**config.mk**
```make
export PLATFORM = sky130hd
export DESIGN_NAME = uart_loop
export DESIGN_NICKNAME = d
export VERILOG_FILES = /design/src/rtl/uart_loop_pkg.sv /design/src/rtl/uart_loop_tx.sv /design/src/rtl/uart_loop_rx.sv /design/src/rtl/uart_loop.sv
export SDC_FILE = /design/constraint.sdc
export NUM_CORES = 1
export LEC_CHECK = 0
export BUFFER_PORTS_ARGS = -buffer_cell sky130_fd_sc_hd__buf_2
export CAP_MARGIN = 30
export CORE_ASPECT_RATIO = 0.5
export CORE_MARGIN = 5
export CORE_UTILIZATION = 55
export CTS_BUF_LIST = sky130_fd_sc_hd__clkbuf_4 sky130_fd_sc_hd__clkbuf_8 sky130_fd_sc_hd__clkbuf_16
export DETAILED_ROUTE_END_ITERATION = 12
export MAX_ROUTING_LAYER = met4
export PLACE_DENSITY = 0.72
export SLEW_MARGIN = 20
export SYNTH_ARGS = -nofsm -noshare
export SYNTH_HDL_FRONTEND = slang
export SYNTH_SLANG_ARGS = --single-unit
export TNS_END_PERCENT = 100
```
**constraint.sdc**
```tcl
create_clock -name clk -period 4.7 [get_ports clk]
set_clock_uncertainty 0.05 [all_clocks]
set_input_delay 0.705 -clock clk [delete_from_list [all_inputs] [get_ports clk]]
set_output_delay 0.705 -clock clk [all_outputs]
set_load 0.005 [all_outputs]
```
**src/rtl/uart_loop_pkg.sv**
```systemverilog
package uart_loop_pkg;

    localparam logic [2:0] OFS_DATA = 3'd0;
    localparam logic [2:0] OFS_IER  = 3'd1;
    localparam logic [2:0] OFS_IID  = 3'd2;
    localparam logic [2:0] OFS_LCR  = 3'd3;
    localparam logic [2:0] OFS_MCR  = 3'd4;
    localparam logic [2:0] OFS_LSR  = 3'd5;
    localparam logic [2:0] OFS_SCR  = 3'd7;

    typedef enum logic [7:0] {
        ID_NONE = 8'h01,
        ID_THRE = 8'h02,
        ID_RDA  = 8'h04,
        ID_LINE = 8'h06
    } int_id_e;

    typedef struct packed {
        logic par_en;
        logic par_even;
    } frame_cfg_t;

    typedef struct packed {
        logic [7:0] data;
        logic       par_err;
        logic       frm_err;
    } rx_char_t;

    function automatic logic parity_of(input logic [7:0] d, input logic even);
        return even ? (^d) : ~(^d);
    endfunction

endpackage

```
**src/rtl/uart_loop_tx.sv**
```systemverilog
module uart_loop_tx
    import uart_loop_pkg::*;
#(
    parameter int CLKS_PER_BIT = 16
) (
    input  logic       clk,
    input  logic       rst,
    input  logic       load,
    input  logic [7:0] din,
    input  frame_cfg_t cfg,
    output logic       busy,
    output logic       line
);
    localparam int CW = (CLKS_PER_BIT > 1) ? $clog2(CLKS_PER_BIT) : 1;
    localparam int FW = 11;
    localparam logic [CW-1:0] LAST = CW'(CLKS_PER_BIT - 1);

    logic [FW-1:0] shreg;
    logic [CW-1:0] cnt;
    logic [3:0]    left;

    always_ff @(posedge clk) begin
        if (rst) begin
            busy  <= 1'b0;
            shreg <= '1;
            cnt   <= '0;
            left  <= '0;
        end else if (!busy && load) begin
            shreg <= {1'b1, cfg.par_en ? parity_of(din, cfg.par_even) : 1'b1, din, 1'b0};
            left  <= cfg.par_en ? 4'd11 : 4'd10;
            cnt   <= '0;
            busy  <= 1'b1;
        end else if (busy) begin
            if (cnt == LAST) begin
                cnt   <= '0;
                shreg <= {1'b1, shreg[FW-1:1]};
                left  <= left - 4'd1;
                if (left == 4'd1) busy <= 1'b0;
            end else begin
                cnt <= cnt + 1'b1;
            end
        end
    end

    assign line = busy ? shreg[0] : 1'b1;

endmodule

```
**src/rtl/uart_loop_rx.sv**
```systemverilog
module uart_loop_rx
    import uart_loop_pkg::*;
#(
    parameter int CLKS_PER_BIT = 16
) (
    input  logic       clk,
    input  logic       rst,
    input  logic       line,
    input  frame_cfg_t cfg,
    output logic       done,
    output rx_char_t   ch
);
    localparam int CW = (CLKS_PER_BIT > 1) ? $clog2(CLKS_PER_BIT) : 1;
    localparam logic [CW-1:0] LAST = CW'(CLKS_PER_BIT - 1);
    localparam logic [CW-1:0] MID  = CW'((CLKS_PER_BIT / 2) - 1);

    typedef enum logic [2:0] {RX_IDLE, RX_START, RX_DATA, RX_PAR, RX_STOP} rx_state_e;

    rx_state_e  st;
    logic [1:0] sync;
    logic       s;
    logic [CW-1:0] cnt;
    logic [2:0] idx;
    logic [7:0] shreg;
    logic       perr;

    assign s = sync[1];

    always_ff @(posedge clk) begin
        if (rst) begin
            sync  <= 2'b11;
            st    <= RX_IDLE;
            cnt   <= '0;
            idx   <= '0;
            shreg <= '0;
            perr  <= 1'b0;
            done  <= 1'b0;
            ch    <= '0;
        end else begin
            sync <= {sync[0], line};
            done <= 1'b0;
            unique case (st)
                RX_IDLE: begin
                    cnt <= '0;
                    if (!s) st <= RX_START;
                end
                RX_START: begin
                    if (cnt == MID) begin
                        cnt  <= '0;
                        idx  <= '0;
                        perr <= 1'b0;
                        st   <= s ? RX_IDLE : RX_DATA;
                    end else cnt <= cnt + 1'b1;
                end
                RX_DATA: begin
                    if (cnt == LAST) begin
                        cnt   <= '0;
                        shreg <= {s, shreg[7:1]};
                        idx   <= idx + 3'd1;
                        if (idx == 3'd7) st <= cfg.par_en ? RX_PAR : RX_STOP;
                    end else cnt <= cnt + 1'b1;
                end
                RX_PAR: begin
                    if (cnt == LAST) begin
                        cnt  <= '0;
                        perr <= (s != parity_of(shreg, cfg.par_even));
                        st   <= RX_STOP;
                    end else cnt <= cnt + 1'b1;
                end
                RX_STOP: begin
                    if (cnt == LAST) begin
                        cnt  <= '0;
                        done <= 1'b1;
                        ch   <= '{data: shreg, par_err: perr, frm_err: !s};
                        st   <= RX_IDLE;
                    end else cnt <= cnt + 1'b1;
                end
                default: st <= RX_IDLE;
            endcase
        end
    end

endmodule

```
**src/rtl/uart_loop.sv**
```systemverilog
module uart_loop
    import uart_loop_pkg::*;
#(
    parameter int CLKS_PER_BIT = 16
) (
    input  logic       clk,
    input  logic       rst,
    input  logic [2:0] reg_addr,
    input  logic       reg_wr,
    input  logic       reg_rd,
    input  logic [7:0] reg_wdata,
    output logic [7:0] reg_rdata,
    input  logic       serial_in,
    output logic       serial_out,
    output logic       irq
);
    logic [2:0] ier;
    logic [7:0] lcr, mcr, scr, thr, rbr;
    logic       thr_full, thre_pend;
    logic       dr_q, oe_q, pe_q, fe_q;
    logic       tx_busy, tx_line, tx_start, loop_on, rx_line, rx_done;
    rx_char_t   rx_ch;
    frame_cfg_t cfg;
    int_id_e    iid;
    logic [7:0] lsr;

    assign cfg      = '{par_en: lcr[3], par_even: lcr[4]};
    assign loop_on  = mcr[4];
    assign tx_start = thr_full && !tx_busy;
    assign rx_line  = loop_on ? tx_line : serial_in;
    assign serial_out = loop_on ? 1'b1 : tx_line;

    uart_loop_tx #(.CLKS_PER_BIT(CLKS_PER_BIT)) u_tx (
        .clk(clk), .rst(rst), .load(tx_start), .din(thr), .cfg(cfg),
        .busy(tx_busy), .line(tx_line)
    );

    uart_loop_rx #(.CLKS_PER_BIT(CLKS_PER_BIT)) u_rx (
        .clk(clk), .rst(rst), .line(rx_line), .cfg(cfg),
        .done(rx_done), .ch(rx_ch)
    );

    assign lsr = {1'b0, !thr_full && !tx_busy, !thr_full, 1'b0, fe_q, pe_q, oe_q, dr_q};

    always_comb begin
        if (ier[2] && (oe_q || pe_q || fe_q)) iid = ID_LINE;
        else if (ier[0] && dr_q)              iid = ID_RDA;
        else if (ier[1] && thre_pend)         iid = ID_THRE;
        else                                  iid = ID_NONE;
    end

    assign irq = (iid != ID_NONE);

    always_comb begin
        unique case (reg_addr)
            OFS_DATA: reg_rdata = rbr;
            OFS_IER:  reg_rdata = {5'd0, ier};
            OFS_IID:  reg_rdata = iid;
            OFS_LCR:  reg_rdata = lcr;
            OFS_MCR:  reg_rdata = mcr;
            OFS_LSR:  reg_rdata = lsr;
            OFS_SCR:  reg_rdata = scr;
            default:  reg_rdata = 8'h00;
        endcase
    end

    logic wr_data, wr_ier, rd_data, rd_lsr, rd_iid;
    assign wr_data = reg_wr && (reg_addr == OFS_DATA);
    assign wr_ier  = reg_wr && (reg_addr == OFS_IER);
    assign rd_data = reg_rd && (reg_addr == OFS_DATA);
    assign rd_lsr  = reg_rd && (reg_addr == OFS_LSR);
    assign rd_iid  = reg_rd && (reg_addr == OFS_IID);

    always_ff @(posedge clk) begin
        if (rst) begin
            ier <= '0; lcr <= '0; mcr <= '0; scr <= '0;
            thr <= '0; rbr <= '0;
            thr_full <= 1'b0; thre_pend <= 1'b0;
            dr_q <= 1'b0; oe_q <= 1'b0; pe_q <= 1'b0; fe_q <= 1'b0;
        end else begin
            if (wr_ier) ier <= reg_wdata[2:0];
            if (reg_wr && reg_addr == OFS_LCR) lcr <= reg_wdata;
            if (reg_wr && reg_addr == OFS_MCR) mcr <= reg_wdata;
            if (reg_wr && reg_addr == OFS_SCR) scr <= reg_wdata;
            if (wr_data) thr <= reg_wdata;

            if (wr_data)       thr_full <= 1'b1;
            else if (tx_start) thr_full <= 1'b0;

            if (wr_data)       thre_pend <= 1'b0;
            else if (tx_start) thre_pend <= 1'b1;
            else if (wr_ier && reg_wdata[1] && !ier[1] && !thr_full) thre_pend <= 1'b1;
            else if (rd_iid && iid == ID_THRE) thre_pend <= 1'b0;

            if (rx_done) begin
                rbr  <= rx_ch.data;
                dr_q <= 1'b1;
                oe_q <= oe_q | dr_q;
                pe_q <= pe_q | rx_ch.par_err;
                fe_q <= fe_q | rx_ch.frm_err;
            end else begin
                if (rd_data) dr_q <= 1'b0;
                if (rd_lsr) begin
                    oe_q <= 1'b0;
                    pe_q <= 1'b0;
                    fe_q <= 1'b0;
                end
            end
        end
    end

endmodule

```
# After elaboration in Yosys (flattened, before gate mapping)
# Index checks and enable logic that the tools add are counted.
dict set report word_totals {
  regBits 100
  inputBits 16
  output_inout_bits 10
  wordCells 159
}
dict set report op_classes {
  n_addsub 4
  n_eq_ne 24
  muxes 52
  bitwise_logic 6
  reduce_logical 47
}
# op n
set ops {}
lappend ops {{8-bit case mux with 7 select lines} 1}
lappend ops {{3-bit 2-to-1 mux} 11}
lappend ops {{10-bit 2-to-1 mux} 3}
lappend ops {{1-bit 2-to-1 mux} 25}
lappend ops {{4-bit 2-to-1 mux} 6}
lappend ops {{1-bit logical AND} 18}
lappend ops {{8-bit parity} 2}
lappend ops {{3-bit equality test (second input constant)} 5}
lappend ops {{3-bit case mux with 5 select lines} 1}
lappend ops {{2-bit nonzero test} 7}
lappend ops {{3-bit by 2-bit equality test with 1-bit output (second input constant)} 4}
lappend ops {{4-bit case mux with 3 select lines} 1}
lappend ops {{2-bit by 1-bit inequality test with 1-bit output (second input constant)} 5}
lappend ops {{4-bit by 1-bit adder with 4-bit output (second input constant)} 2}
lappend ops {{4-bit equality test (second input constant)} 2}
lappend ops {{8-bit by 2-bit equality test with 1-bit output (second input constant)} 1}
lappend ops {{8-bit by 1-bit inequality test with 1-bit output (second input constant)} 1}
lappend ops {{3-bit by 1-bit equality test with 1-bit output (second input constant)} 2}
lappend ops {{3-bit logical NOT} 2}
lappend ops {{3-bit case mux with 2 select lines} 1}
lappend ops {{2-bit AND reduction} 3}
lappend ops {{3-bit AND reduction} 2}
lappend ops {{6-bit AND reduction} 1}
lappend ops {{3-bit nonzero test} 2}
lappend ops {{other kinds (14)} 25}

# Logic depth before layout (Yosys ltp)
dict set report logic_depth {
  depth_word 9
  mapped_depth 7
  ltp_nobuf 6
}

# Cells and area by module
# From an unflattened synthesis, not the netlist that was laid out.
dict set report unflattened {
  cells_unflattened 542
  area_unflattened_um2 4848.4
}
# mod instances cells_each area_per_inst_um2
set modules_own_cells {}
lappend modules_own_cells {uart_loop 1 266 2341.0}
lappend modules_own_cells {uart_loop_rx 1 158 1480.2}
lappend modules_own_cells {uart_loop_tx 1 118 1027.2}

# Least setup slack after synthesis
# Ideal clock, no wire load.
dict set report synth_path {
  path_type {input-to-output}
  start {input port reg_addr[1]}
  end {output port reg_rdata[1]}
  arrival_time_ps 1655
  t_required_ps 3945
  slack_ps 2290
  stages 7
  n_path_buf 2
  cell_sequence {buf_6 -> and2_4 -> buf_6 -> a22o_1 -> a22o_1 -> a31oi_1 -> o21ai_1}
}
dict set report synth_between {
  elab_chain_cells 2
  elab_cells_between_ends 8
  classes_between {eq/ne (6); mux (1); reduce/logical (1)}
}
# element line
set synth_lines {}
lappend synth_lines {{start, declared} uart_loop.sv:8} ;# input logic [2:0] reg_addr,
lappend synth_lines {{3-bit equality test (tied with other cells)} uart_loop.sv:55} ;# unique case (reg_addr)
lappend synth_lines {{8-bit case mux with 7 select lines (*)} uart_loop.sv:55}
lappend synth_lines {{end, declared} uart_loop.sv:12} ;# output logic [7:0] reg_rdata,
# Mark *: on every way between the ends. The rest lies on a longest branch, timed or not.

# Worst setup path in the final report
dict set report layout_path {
  start {input port reg_addr[0]}
  end {output port reg_rdata[1]}
}
# The elaborated chain is that of the path after synthesis.

==> flow_summary.toml <==
[run_status]
status = "finished, final reports clean"

[floorplanning]
num_io_pins = 26
start_util_pct = 57.4
die_h_um = 75.1
die_area_um2 = 10500
coreArea_um2 = 8120
die_w_um = 140
rows = 23

[logic_synthesis]
yosysSeqAreaShare_pct = 43.0
synthMuxAreaShare_pct = 8.72
synth.top_cells.by_area = "dfxtp_1, nand2_1, mux2i_1, a21oi_1, nor2_1"
yosys.area_share.simple_pct = 24.1
netlist-cell-type-count = 56
synth_area_um2 = 4660
yosys_most_used_dff = "dfxtp_1"
synth_compound_area_share_pct = 13.4
synth_seq_cells = 100
synth_top_family_by_area = "simple AND/OR/NAND/NOR gates"
synth.net_count = 574
synth_area_per_cell_um2 = 8.44
async_flop_share_pct = 0
synthXorXnorAreaFrac_pct = 4.32
synth.top_cell.area_share_pct = 43.0
yosysWarnings = 0
yosysTopAreaCell = "dfxtp_1"
synth-edff-count = 0
synth_fa_ha_area_share_pct = 1.61
syn_inst = 552

[timing]
finalSetupViolCount = 0
max_slew_margin_pct = 44.8
timing_hold_violations_final = 0
fin_crit_sh_pct = 58.8
tightest_slew_ns = 0.829
drv_slew = 0
timing.hold.ws_ns = 0.374
fmax_mhz = 362
rsz0062_at_grt = "false"
min_period_ns = 2.76
tns_ns = 0

[clock_tree]
clk_root_buffer_cell = "clkbuf_16"
clock_sinks = 100
cts_made_buffers = 9
cts.path.max_buffers = 2
cts_tree = "built"
post-cts-setup-buffers = 0
clkTransAtPathRegs_ns = 0.06
insertion_delay_ns = 0.34
cts_hold_buf = 0
h-tree-depth = 3
postCtsResizedCells = 0

[detailed_routing]
firstDrtPassIters = 5
vias_per_cell = 5.53
remaining_drc_errors = 0
vias = 3707
wl_um = 9900
wl_per_cell_um = 14.8
drt_iter0_markers = 363
ant_nets = 0

[layout]
drive_gt1_share_pct = 10.8
areaGrowthSynthToFinish_pct = 7.19
final_cell_mix = "dfxtp_1, nand2_1, nor2_1"
final_common_cell = "dfxtp_1"
num-nets-final = 576
diodes = 0
utilization_pct = 61.6

[critical_path]
worst-setup-path-type = "input port to primary output"
crit_required_ns = 3.94
cp-end-kind = "primary output"
worstPathMaxFanout = 20
cp.arrival_ns = 2.01
start_kind = "input port"

[placement]
gp_congestion = 0.894
hpwl_um = 6820
numPortBuffers = 25

[power_and_ir_drop]
powerDensity_nw_per_um2 = 327
ir_drop_v = 0.000182
leakage_nw = 1.95

[global_route]
grt_pass1_vias = 3242
grt_max_degree = 60
track_usage_pct = 19.8
antenna_found_initial = 0
grt_overflow = 0
grt_pass1_wl_um = 16100

[min_path]
min_path_type = "flop to flop"

[job]
maxCapViolCount = 0
-- cell families after synthesis --
family | Yosys count
simple gates | 236
compound gates | 105
flops | 100
buf+inv | 42
mux | 40
xor+xnor | 23
fa+ha+maj | 6
-- where the power goes --
part | switching, mW | internal, mW
Combinational | 0.0624 | 0.0345
Sequential | 0.0107 | 0.858
Clock | 0.308 | 0.360
Total | 0.381 | 1.25
-- cells in the mapped netlist (all sizes together) (2+ instances only) --
cell type / number
dfxtp: 100
a221oi: 3
a22oi: 4
a22o: 6
nand3b: 4
mux2: 5
mux2i: 35
and3: 4
a211oi: 2
or2: 2
clkbuf: 12
nand2: 97
nor2b: 8
a311oi: 3
o21ai: 20
a21oi: 55
a31oi: 6
xor2: 6
buf: 24
nor4: 4
nand4: 6
xnor2: 17
nor3b: 4
and2: 2
inv: 6
nor2: 63
ha: 6
nand3: 17
nand2b: 15
nor3: 5
-- stage by stage --
stage          std cells  setup slack (ns)  total power, mW  instance area [um2]
2_1_floorplan        552              2.29            0.957                 4660
3_3_place_gp         655              1.97            0.983                 4730
3_5_place_dp         655              1.97            0.984                 4730
4_1_cts              670              1.96             1.65                 5000
5_1_grt              670              1.80             1.70                 5000
6_report             670              1.94             1.63                 5000
-- routing by layer --
layer / vias to the layer above / share of wire [%] / track usage, %
met4: 0 / 0.88 / 3.65
met3: 9 / 5.8 / 5.08
met2: 91 / 42 / 28.4
li1: 1886 / - / -
met5: - / 0 / -
met1: 1721 / 51 / 28.3
-- path summary, 6_finish.rpt --
kind / from / end / slack [ns] / cells past startpoint
worst max-delay path: reg_addr[0] / reg_rdata[1] / 1.94 / 7
worst min-delay path: u_rx.sync[0]$_SDFF_PP1_ / u_rx.sync[1]$_SDFF_PP1_ / 0.37 / 1
worst max register to register: u_tx.busy$_SDFF_PP0_ / u_tx.shreg[9]$_SDFFE_PP1P_ / 2.58 / 5
worst min register to register: u_rx.sync[0]$_SDFF_PP1_ / u_rx.sync[1]$_SDFF_PP1_ / 0.37 / 1
-- cell type report --
| class | count | area (um2) |
|---|---|---|
| clock buffer | 10 | 233 |
| fill | 758 | 3120 |
| clock inverter | 5 | 28.8 |
| multi-input combinational | 410 | 2430 |
| sequential | 100 | 2000 |
| timing repair buffer | 27 | 140 |
| inverter | 6 | 22.5 |
| tap | 112 | 140 |
-- critical path: stages --
cell     delay, ns
buf_2         0.34
nor2_2        0.20
a22o_1        0.22
a22o_1        0.18
a31oi_1       0.14
o21ai_1       0.09
buf_2         0.14
-- state kept, by name, summed over array words and instances (netlist names), 2 cells and up --
| register | flops |
|---|---|
| u_rx.ch | 10 |
| u_tx.shreg | 10 |
| lcr | 8 |
| mcr | 8 |
| rbr | 8 |
| scr | 8 |
| thr | 8 |
| u_rx.shreg | 8 |
| u_rx.cnt | 4 |
| u_tx.cnt | 4 |
| u_tx.left | 4 |
| ier | 3 |
| u_rx.idx | 3 |
| u_rx.st | 3 |
| u_rx.sync | 2 |
(Power assumes the default switching activity.)
